File: src/rtl/rmii_rx_pkg.sv
package rmii_rx_pkg;

  localparam int PAIR_W = 2;

  // Hunt pattern: a preamble di-bit followed directly by the delimiter di-bit
  localparam logic [PAIR_W-1:0] PRE_PAIR = 2'b01;
  localparam logic [PAIR_W-1:0] SFD_PAIR = 2'b11;

  // One nibble worth of receive data: earlier di-bit in lo, later in hi
  typedef struct packed {
    logic [PAIR_W-1:0] hi;
    logic              hi_er;
    logic [PAIR_W-1:0] lo;
    logic              lo_er;
  } beat_t;

endpackage

File: src/rtl/rmii_rx_strobe.sv
module rmii_rx_strobe
  import rmii_rx_pkg::*;
#(
  parameter int RATIO = 10
) (
  input  logic              clk,
  input  logic              rst,
  input  logic              mode_10m,
  input  logic [PAIR_W-1:0] rxd_i,
  input  logic              crsdv_i,
  input  logic              er_i,
  input  logic              frame_done,
  output logic              smp_stb,
  output logic [PAIR_W-1:0] smp_rxd,
  output logic              smp_crsdv,
  output logic              smp_er
);

  localparam int CNT_W = (RATIO > 2) ? $clog2(RATIO) : 1;
  localparam logic [CNT_W-1:0] MID_IDX  = CNT_W'(RATIO / 2 - 1);
  localparam logic [CNT_W-1:0] LAST_IDX = CNT_W'(RATIO - 1);

  logic             busy;
  logic [CNT_W-1:0] cnt;
  logic [CNT_W-1:0] idx;

  // Input capture stage
  always_ff @(posedge clk) begin
    if (rst) begin
      smp_rxd   <= '0;
      smp_crsdv <= 1'b0;
      smp_er    <= 1'b0;
    end else begin
      smp_rxd   <= rxd_i;
      smp_crsdv <= crsdv_i;
      smp_er    <= er_i;
    end
  end

  // Position inside the slow-rate hold period, anchored on the first high sample
  always_ff @(posedge clk) begin
    if (rst) begin
      busy <= 1'b0;
      cnt  <= '0;
    end else if (frame_done) begin
      busy <= 1'b0;
      cnt  <= '0;
    end else if (!busy) begin
      if (smp_crsdv) begin
        busy <= 1'b1;
        cnt  <= CNT_W'(1);
      end
    end else begin
      cnt <= (cnt == LAST_IDX) ? '0 : cnt + CNT_W'(1);
    end
  end

  always_comb begin
    idx = busy ? cnt : '0;
    if (mode_10m) smp_stb = (busy || smp_crsdv) && (idx == MID_IDX);
    else          smp_stb = 1'b1;
  end


  one_sample_per_hold_chk: assert property (@(posedge clk) disable iff (rst)
    (mode_10m && smp_stb) |=> !smp_stb);

endmodule

File: src/rtl/rmii_rx_carrier.sv
module rmii_rx_carrier
  import rmii_rx_pkg::*;
(
  input  logic              clk,
  input  logic              rst,
  input  logic              stb,
  input  logic [PAIR_W-1:0] rxd,
  input  logic              crsdv,
  input  logic              er,
  output logic              crs_o,
  output logic              dv_o,
  output beat_t             beat_o,
  output logic              beat_vld,
  output logic              dv_end
);

  logic              second;   // next sample is the second di-bit of a nibble
  logic [PAIR_W-1:0] p0_d;
  logic              p0_c;
  logic              p0_er;

  always_ff @(posedge clk) begin
    if (rst) begin
      crs_o    <= 1'b0;
      dv_o     <= 1'b0;
      second   <= 1'b0;
      p0_d     <= '0;
      p0_c     <= 1'b0;
      p0_er    <= 1'b0;
      beat_o   <= '0;
      beat_vld <= 1'b0;
      dv_end   <= 1'b0;
    end else begin
      beat_vld <= 1'b0;
      dv_end   <= 1'b0;
      if (stb) begin
        if (!dv_o) begin
          if (crsdv) begin
            dv_o   <= 1'b1;
            crs_o  <= 1'b1;
            second <= 1'b1;
            p0_d   <= rxd;
            p0_c   <= 1'b1;
            p0_er  <= er;
          end
        end else if (!second) begin
          p0_d   <= rxd;
          p0_c   <= crsdv;
          p0_er  <= er;
          second <= 1'b1;
          if (!crsdv) crs_o <= 1'b0;
        end else begin
          second <= 1'b0;
          if (p0_c || crsdv) begin
            beat_vld <= 1'b1;
            beat_o   <= '{hi: rxd, hi_er: er, lo: p0_d, lo_er: p0_er};
          end else begin
            dv_end <= 1'b1;
            dv_o   <= 1'b0;
            crs_o  <= 1'b0;
          end
        end
      end
    end
  end


  rise_together_chk: assert property (@(posedge clk) disable iff (rst)
    $rose(dv_o) |-> crs_o);


  carrier_within_valid_chk: assert property (@(posedge clk) disable iff (rst)
    crs_o |-> dv_o);

endmodule

File: src/rtl/rmii_rx_framer.sv
module rmii_rx_framer
  import rmii_rx_pkg::*;
#(
  parameter int DATA_W = 8
) (
  input  logic              clk,
  input  logic              rst,
  input  beat_t             beat,
  input  logic              beat_vld,
  input  logic              dv_end,
  output logic [DATA_W-1:0] out_data,
  output logic              out_valid,
  output logic              out_sof,
  output logic              out_eof,
  output logic              out_err,
  output logic              out_align
);

  localparam int PPB  = DATA_W / PAIR_W;
  localparam int PC_W = (PPB > 2) ? $clog2(PPB) : 1;
  localparam logic [PC_W-1:0] PC_LAST = PC_W'(PPB - 1);

  // Frame assembly state
  logic              in_data;
  logic              seen_pre;
  logic [DATA_W-1:0] acc;
  logic [PC_W-1:0]   pcnt;
  logic              acc_er;
  logic              first;

  // One-byte holding slot so the final byte can be tagged
  logic              hold_v;
  logic [DATA_W-1:0] hold_d;
  logic              hold_sof;
  logic              hold_er;

  // Next-state of the assembly after both di-bits of a beat
  logic              n_data;
  logic              n_seen;
  logic [DATA_W-1:0] n_acc;
  logic [PC_W-1:0]   n_pcnt;
  logic              n_er;
  logic              done;
  logic [DATA_W-1:0] done_d;
  logic              done_er;
  logic [PAIR_W-1:0] pd;
  logic              pe;

  always_comb begin
    n_data  = in_data;
    n_seen  = seen_pre;
    n_acc   = acc;
    n_pcnt  = pcnt;
    n_er    = acc_er;
    done    = 1'b0;
    done_d  = '0;
    done_er = 1'b0;
    pd      = '0;
    pe      = 1'b0;
    for (int k = 0; k < 2; k++) begin
      pd = (k == 0) ? beat.lo : beat.hi;
      pe = (k == 0) ? beat.lo_er : beat.hi_er;
      if (!n_data) begin
        if (n_seen && pd == SFD_PAIR) begin
          n_data = 1'b1;
          n_seen = 1'b0;
        end else begin
          n_seen = (pd == PRE_PAIR);
        end
      end else begin
        n_acc[int'(n_pcnt)*PAIR_W +: PAIR_W] = pd;
        n_er = n_er | pe;
        if (n_pcnt == PC_LAST) begin
          done    = 1'b1;
          done_d  = n_acc;
          done_er = n_er;
          n_pcnt  = '0;
          n_er    = 1'b0;
        end else begin
          n_pcnt = n_pcnt + PC_W'(1);
        end
      end
    end
  end

  always_ff @(posedge clk) begin
    if (rst) begin
      in_data   <= 1'b0;
      seen_pre  <= 1'b0;
      acc       <= '0;
      pcnt      <= '0;
      acc_er    <= 1'b0;
      first     <= 1'b1;
      hold_v    <= 1'b0;
      hold_d    <= '0;
      hold_sof  <= 1'b0;
      hold_er   <= 1'b0;
      out_data  <= '0;
      out_valid <= 1'b0;
      out_sof   <= 1'b0;
      out_eof   <= 1'b0;
      out_err   <= 1'b0;
      out_align <= 1'b0;
    end else begin
      out_valid <= 1'b0;
      out_sof   <= 1'b0;
      out_eof   <= 1'b0;
      out_err   <= 1'b0;
      out_align <= 1'b0;
      if (dv_end) begin
        if (hold_v) begin
          out_valid <= 1'b1;
          out_data  <= hold_d;
          out_sof   <= hold_sof;
          out_err   <= hold_er;
          out_eof   <= 1'b1;
          out_align <= (pcnt != '0);
        end
        in_data  <= 1'b0;
        seen_pre <= 1'b0;
        pcnt     <= '0;
        acc_er   <= 1'b0;
        hold_v   <= 1'b0;
        first    <= 1'b1;
      end else if (beat_vld) begin
        in_data  <= n_data;
        seen_pre <= n_seen;
        acc      <= n_acc;
        pcnt     <= n_pcnt;
        acc_er   <= n_er;
        if (done) begin
          if (hold_v) begin
            out_valid <= 1'b1;
            out_data  <= hold_d;
            out_sof   <= hold_sof;
            out_err   <= hold_er;
          end
          hold_v   <= 1'b1;
          hold_d   <= done_d;
          hold_sof <= first;
          hold_er  <= done_er;
          first    <= 1'b0;
        end
      end
    end
  end


  spaced_bytes_chk: assert property (@(posedge clk) disable iff (rst)
    out_valid |=> !out_valid);


  sof_with_byte_chk: assert property (@(posedge clk) disable iff (rst)
    (out_sof || out_eof) |-> out_valid);


  align_on_last_chk: assert property (@(posedge clk) disable iff (rst)
    out_align |-> out_eof);

endmodule

File: src/rtl/rmii_rx_decoder.sv
module rmii_rx_decoder
  import rmii_rx_pkg::*;
#(
  parameter int RATIO_10M = 10,
  parameter int DATA_W    = 8
) (
  input  logic              clk,
  input  logic              rst,
  input  logic              mode_10m,
  input  logic [PAIR_W-1:0] rmii_rxd,
  input  logic              rmii_crs_dv,
  input  logic              rmii_rx_er,
  output logic              carrier_o,
  output logic              rx_dv_o,
  output logic [DATA_W-1:0] byte_o,
  output logic              byte_vld_o,
  output logic              sof_o,
  output logic              eof_o,
  output logic              byte_err_o,
  output logic              align_err_o
);

  logic              stb;
  logic [PAIR_W-1:0] s_rxd;
  logic              s_crsdv;
  logic              s_er;
  beat_t             beat;
  logic              beat_vld;
  logic              dv_end;

  rmii_rx_strobe #(.RATIO(RATIO_10M)) u_strobe (
    .clk        (clk),
    .rst        (rst),
    .mode_10m   (mode_10m),
    .rxd_i      (rmii_rxd),
    .crsdv_i    (rmii_crs_dv),
    .er_i       (rmii_rx_er),
    .frame_done (dv_end),
    .smp_stb    (stb),
    .smp_rxd    (s_rxd),
    .smp_crsdv  (s_crsdv),
    .smp_er     (s_er)
  );

  rmii_rx_carrier u_carrier (
    .clk      (clk),
    .rst      (rst),
    .stb      (stb),
    .rxd      (s_rxd),
    .crsdv    (s_crsdv),
    .er       (s_er),
    .crs_o    (carrier_o),
    .dv_o     (rx_dv_o),
    .beat_o   (beat),
    .beat_vld (beat_vld),
    .dv_end   (dv_end)
  );

  rmii_rx_framer #(.DATA_W(DATA_W)) u_framer (
    .clk       (clk),
    .rst       (rst),
    .beat      (beat),
    .beat_vld  (beat_vld),
    .dv_end    (dv_end),
    .out_data  (byte_o),
    .out_valid (byte_vld_o),
    .out_sof   (sof_o),
    .out_eof   (eof_o),
    .out_err   (byte_err_o),
    .out_align (align_err_o)
  );

endmodule

File: config.mk
export PLATFORM = sky130hd
export DESIGN_NAME = rmii_rx_decoder
export DESIGN_NICKNAME = d
export VERILOG_FILES = /design/src/rtl/rmii_rx_pkg.sv /design/src/rtl/rmii_rx_strobe.sv /design/src/rtl/rmii_rx_carrier.sv /design/src/rtl/rmii_rx_framer.sv /design/src/rtl/rmii_rx_decoder.sv
export SDC_FILE = /design/constraint.sdc
export NUM_CORES = 1
export LEC_CHECK = 0
export BUFFER_PORTS_ARGS = -buffer_cell sky130_fd_sc_hd__buf_2
export CELL_PAD_IN_SITES_DETAIL_PLACEMENT = 0
export CELL_PAD_IN_SITES_GLOBAL_PLACEMENT = 1
export CORE_MARGIN = 2
export CORE_UTILIZATION = 42
export DETAILED_ROUTE_END_ITERATION = 16
export HOLD_SLACK_MARGIN = 0.06
export PLACE_DENSITY = 0.85
export SLEW_MARGIN = 20
export SYNTH_ARGS = -nofsm -noshare
export SYNTH_HDL_FRONTEND = slang
export SYNTH_SLANG_ARGS = --single-unit
export TNS_END_PERCENT = 1
File: constraint.sdc
create_clock -name clk -period 2.8 [get_ports clk]
set_input_delay 0.42 -clock clk [delete_from_list [all_inputs] [get_ports clk]]
set_output_delay 0.42 -clock clk [all_outputs]
set_load 0.01 [all_outputs]
==> flow_summary.json, run 1 <==
{
  "clock_path_buffers": 2,
  "yosysMostFrequentCell": "dfxtp_1",
  "relSlewSlack_pct": 46.9,
  "io_pins": 22,
  "grt_setup_unrepaired": "yes",
  "worstHoldEndpoint": "u_strobe.smp_rxd[0]",
  "drc": 0,
  "finalNonFillerCells": 504,
  "drt-total-wl_um": 7900,
  "firstDrtPassIters": 5,
  "wl_per_cell_um": 15.7,
  "period_share_pct": 93.3,
  "fmax_mhz": 383,
  "antenna_found_initial": 0,
  "worstHoldStart": "rmii_rxd[0]",
  "fillCellCount": 746,
  "r2r-end": "u_framer.hold_d[5]",
  "initial_utilization_pct": 43.2,
  "outcome": "finished clean",
  "clock_sinks": 62,
  "grt_util_all_layers_pct": 19.8,
  "worst_setup_path_start_kind": "flip-flop",
  "post-route-min-period_ps": 2610,
  "fin_area_um2": 3750,
  "synthFlopType": "dfxtp_1",
  "fin_setup_tns_ps": 0,
  "gr-total-overflow": 0,
  "synth.distinct_cells": 60,
  "cts_buffers": 9,
  "gp_congestion": 0.929,
  "holdBufCountCts": 0,
  "required_ps": 3050,
  "maxCapViolations": 0,
  "synth_edf_count": 0,
  "grt_pass1_wl_um": 13400,
  "power_density_nw_per_um2": 461,
  "ys_seq_elements": 62,
  "cp-end-kind": "flip-flop",
  "vias": 2827,
  "syn_area_um2": 3320,
  "power.leakage_uw": 0.00127,
  "first_global_vias": 2735,
  "async_flop_share_pct": 0,
  "worst-r2r-setup-slack_ps": 190,
  "synth.avg_cell_area_um2": 8.92,
  "holdPathStages": 2,
  "worstSetupPathType": "flip-flop to flip-flop",
  "arrival_ps": 2860,
  "dp_cells": 488,
  "hold_ws_ps": 291,
  "fp.dieW_um": 92.9,
  "dp_hpwl_um": 5500,
  "cts_htree_levels": 3,
  "syn_inst": 372,
  "fin_nets": 415,
  "yosysWarnings": 0,
  "diodes": 0,
  "fp.dieH_um": 92.9,
  "max_slew.worst_pin.slew_ps": 787,
  "finalHoldViolations": 0,
  "finalMaxSlewViolations": 0,
  "synth_top_area_share_pct": 37.4,
  "clk_pin_slew_ps": 70,
  "timing.rr.start": "u_framer.pcnt[0]",
  "hold_path_class": "input port to flip-flop",
  "total_power_uw": 1730,
  "synth_top_cell_by_area": "dfxtp_1",
  "first_iter_violations": 181,
  "io_buffers": 21,
  "synthTopCellsByArea": "dfxtp_1, nand2b_1, mux2i_1, ha_1, a21oi_1",
  "core_um2": 7690,
  "dieArea_um2": 8630,
  "peakVddDrop_v": 0.000215,
  "grt_max_degree": 46,
  "finClkSkew_ps": 7.36,
  "via_per_inst": 5.61,
  "r2r_cells": 8,
  "synthesis.nets": 390,
  "syn2layout_area_growth_pct": 13.0,
  "final_antenna_net_count": 0,
  "clock_tree.root_cell": "clkbuf_8",
  "finalSetupViolCount": 0,
  "fp-row-count": 32,
  "yosysSeqAreaShare_pct": 37.4,
  "placed_cell_area_um2": 3570,
  "clock_latency_ps": 340,
  "synth_commonest_cells": "dfxtp_1, nand2b_1, a21oi_1",
  "cp_max_fo": 6,
  "cts_tree": "yes",
  "drive_gt1_share_pct": 17.4
}
-- layout by cell type (no fill, tap or decap), types with 9 or more instances in the layout --
master and instances:
a21oi_1 27, a311oi_1 10, buf_2 21, buf_4 17
clkbuf_8 9, dfxtp_1 61, ha_1 11, inv_1 12
mux2i_1 16, nand2_1 18, nand2b_1 34, nand3_1 14
nor2_1 22, nor2b_1 13, o21ai_0 14
-- layer usage --
| layer | global-route usage (%) | routed length (µm) | up-vias |
|---|---|---|---|
| met3 | 5.53 | 685 | 12 |
| met4 | 9.19 | 119 | 0 |
| met5 | 0 | 0 | - |
| li1 | - | - | 1410 |
| met2 | 30.1 | 3590 | 97 |
| met1 | 25.9 | 3500 | 1308 |
-- layout make-up --
| cell class | count | area (µm²) | share of cell area (%) |
|---|---|---|---|
| Clock buffer | 12 | 135 | 3.60 |
| Sequential cell | 62 | 1240 | 33.1 |
| Clock inverter | 4 | 47.5 | 1.27 |
| Tap cell | 102 | 128 | 3.40 |
| Multi-Input combinational cell | 274 | 1920 | 51.2 |
| Timing Repair Buffer | 38 | 233 | 6.20 |
| Inverter | 12 | 45.0 | 1.20 |
-- worst max-delay path by stage --
stage	from	to	slack, ps	depth (start not counted)
floorplan	u_framer.pcnt[0]	u_framer.hold_d[3]	1	12
global placement	u_framer.pcnt[0]	u_framer.hold_d[5]	210	8
detailed placement	u_framer.pcnt[0]	u_framer.hold_d[5]	160	8
CTS	u_framer.pcnt[0]	u_framer.hold_d[5]	130	8
global route	u_framer.pcnt[1]	u_framer.hold_d[2]	-2	11
finish	u_framer.pcnt[0]	u_framer.hold_d[5]	190	8
-- registers in the layout (all words and copies together) (netlist names), 2 cells and up --
| signal | cells |
|---|---|
| u_carrier.p0_d | 2 |
| u_carrier.beat_o | 6 |
| u_strobe.cnt | 4 |
| u_framer.pcnt | 2 |
| u_framer.acc | 8 |
| u_strobe.smp_rxd | 2 |
| u_framer.hold_d | 8 |
| u_framer.out_data | 8 |
-- cell families (layout without fill, tap and decap cells) --
group / Yosys count / after routing / synth area share, %
buffers and inverters: 36 / 66 / 4.71
adder cells (fa/ha/maj): 11 / 11 / 4.15
multiplexers: 19 / 19 / 5.84
AND/OR/NAND/NOR: 144 / 144 / 25.2
flip-flops: 62 / 62 / 37.4
AO/OA/AOI/OAI: 100 / 100 / 22.7
-- critical path, stage by stage (launching register included) --
cell and delay [ps]:
dfxtp_2 340, ha_1 210, or3b_4 400, and2_1 210
ha_1 240, or3b_4 390, a2111oi_4 380, nand2_1 90
a311oi_1 260
-- timing repair --
action,4_1_cts,5_1_grt
resized for setup,0,1
setup buffers,0,0
endpoints found under the setup margin,0,3
hold endpoints to repair,0,0
-- power by group --
group	switching, µW	internal, µW	total, µW	leakage, µW
clock	347	409	756	0.0000904
sequential	15.3	892	908	0.000502
combinational	37.2	30.1	67.3	0.000682
total	400	1330	1730	0.00127
-- per-stage QoR --
| stage | worst slack (ps) | util (%) |
|---|---|---|
| after floorplan | 1.41 | - |
| after global placement | 207 | 46.4 |
| after detailed placement | 155 | 46.4 |
| after CTS | 134 | 48.8 |
| after global routing | -1.64 | 48.8 |
| final | 186 | 48.8 |
Power figures use the tool's default switching activity.
==> run 2: changes to the inputs <==
Settings changed: CORE_UTILIZATION 42 to 50, GPL_ROUTABILITY_DRIVEN from default to 0, PLACE_DENSITY 0.85 to 0.94.
Clock period 2.8 ns to 3.2 ns, I/O delays scaled along.
==> flow_summary.json, run 2 (synthesis results as in run 1) <==
{
  "io_pins": 22,
  "antenna_found_initial": 0,
  "final_common_cell": "dfxtp_1",
  "grt_util_met3_pct": 5.35,
  "via_per_inst": 5.90,
  "drt-total-wl_um": 7270,
  "worst_setup_path_start_kind": "flip-flop",
  "max_slew.worst_pin.slew_ps": 976,
  "fp.dieW_um": 85.5,
  "grt_pass1_wl_um": 12300,
  "vias": 2771,
  "grtUsageMet2_pct": 32.6,
  "power.leakage_uw": 0.00123,
  "cts_buffers": 9,
  "cp_num_buf_inv": 0,
  "clock_path_buffers": 2,
  "fp-row-count": 29,
  "crit_chain": "ha_1, or3b_4, and2_0, ha_1, or3b_4, a2111oi_4, nand2_1, a311oi_1",
  "fp.dieH_um": 85.5,
  "gr-total-overflow": 0,
  "grt_setup_unrepaired": "no",
  "grt_util_all_layers_pct": 21.1,
  "holdBufCountCts": 0,
  "cts_htree_levels": 3,
  "grt_max_degree": 43,
  "dp_hpwl_um": 5090,
  "cts_setup_buffers": 0,
  "final_cell_mix": "dfxtp_1, nand2b_1, a21oi_1",
  "post_cts_resized": 0,
  "fmax_mhz": 347,
  "outcome": "finished clean",
  "drc": 0,
  "clk_pin_slew_ps": 70,
  "hold_path_class": "input port to flip-flop",
  "drive_gt1_share_pct": 15.5,
  "fin_nets": 407,
  "crit_family": "simple AND/OR/NAND/NOR gates",
  "syn2layout_area_growth_pct": 10.5,
  "critPathMaxStageDelay_ps": 440,
  "post-route-min-period_ps": 2880,
  "first_iter_violations": 220,
  "p_switching_uw": 341,
  "finalMaxSlewViolations": 0,
  "fin_setup_tns_ps": 0,
  "peakVddDrop_v": 0.000314,
  "io_buffers": 21,
  "power_density_nw_per_um2": 416,
  "p_int_uw": 1180,
  "met1_usage_pct": 28.5,
  "cp-end-kind": "flip-flop",
  "critPathLaunch": "u_framer.pcnt[1]",
  "crit_path_top_delay_cell": "or3b_4",
  "arrival_ps": 3130,
  "timing.rr.start": "u_framer.pcnt[1]",
  "pwr-share-clk_pct": 44.1,
  "clock_latency_ps": 330,
  "initial_utilization_pct": 52.0,
  "final_antenna_net_count": 0,
  "maxCapViolations": 0,
  "hold_ws_ps": 355,
  "p_seq_share_pct": 52.1,
  "finalSetupViolCount": 0,
  "swShare_pct": 22.3,
  "first_global_vias": 2579,
  "period_share_pct": 90.0,
  "worstHoldStart": "rmii_rxd[0]",
  "firstDrtPassIters": 4,
  "top_usage_layer": "met2",
  "finalHoldViolations": 0,
  "cp_max_fo": 8,
  "pwr-share-comb_pct": 3.8,
  "dieArea_um2": 7310,
  "worstSetupPathType": "flip-flop to flip-flop",
  "wl_per_cell_um": 15.5,
  "clock_sinks": 62,
  "clock_tree.root_cell": "clkbuf_8",
  "finClkSkew_ps": 8.37,
  "core_um2": 6390,
  "cts_tree": "yes",
  "required_ps": 3440,
  "relSlewSlack_pct": 34.6,
  "top_regs": "u_framer.acc (8), u_framer.hold_d (8), u_framer.out_data (8)",
  "diodes": 0
}
-- run 2: layout make-up --
cell class	count	area, µm²
flip-flops and latches	62	1240
repair buffers	30	173
well taps	77	96.3
inverters	12	45.0
clock buffers	12	145
multi-input cells	274	1920
clock inverters	3	45.0
fillers	560	2720
-- run 2: power by group through the flow --
stage               Combinational, µW  Sequential, µW  Clock (µW)
finish                           58.1             794         672
global route                     65.6             796         727
CTS                              58.1             794         691
detailed placement               58.1             812           0
global placement                 57.1             811           0
floorplan                        49.0             806           0
-- run 2: per-layer routing --
layer  up-vias  part of all wire (%)
li1       1392                     -
met1      1287                    49
met2        82                    44
met3        10                   5.2
met4         0                   1.8
met5         -                     0
-- run 2: final timing paths --
check | end | slack, ps | depth (start not counted)
setup / recovery | u_framer.hold_d[4] | 320 | 8
hold / removal | u_strobe.smp_rxd[0] | 360 | 2
setup reg to reg | u_framer.hold_d[4] | 320 | 8
hold reg to reg | u_framer.out_data[0] | 470 | 2
-- run 2: stage by stage --
stage / total power [µW] / util, % / setup WS, ps / area [µm²] / std cells
after floorplan: 855 / - / 166 / 3320 / 372
after global placement: 869 / 54.4 / 436 / 3480 / 455
after detailed placement: 870 / 54.4 / 364 / 3480 / 455
after CTS: 1540 / 57.4 / 332 / 3670 / 470
after global routing: 1590 / 57.4 / 163 / 3670 / 470
final: 1530 / 57.4 / 319 / 3670 / 470
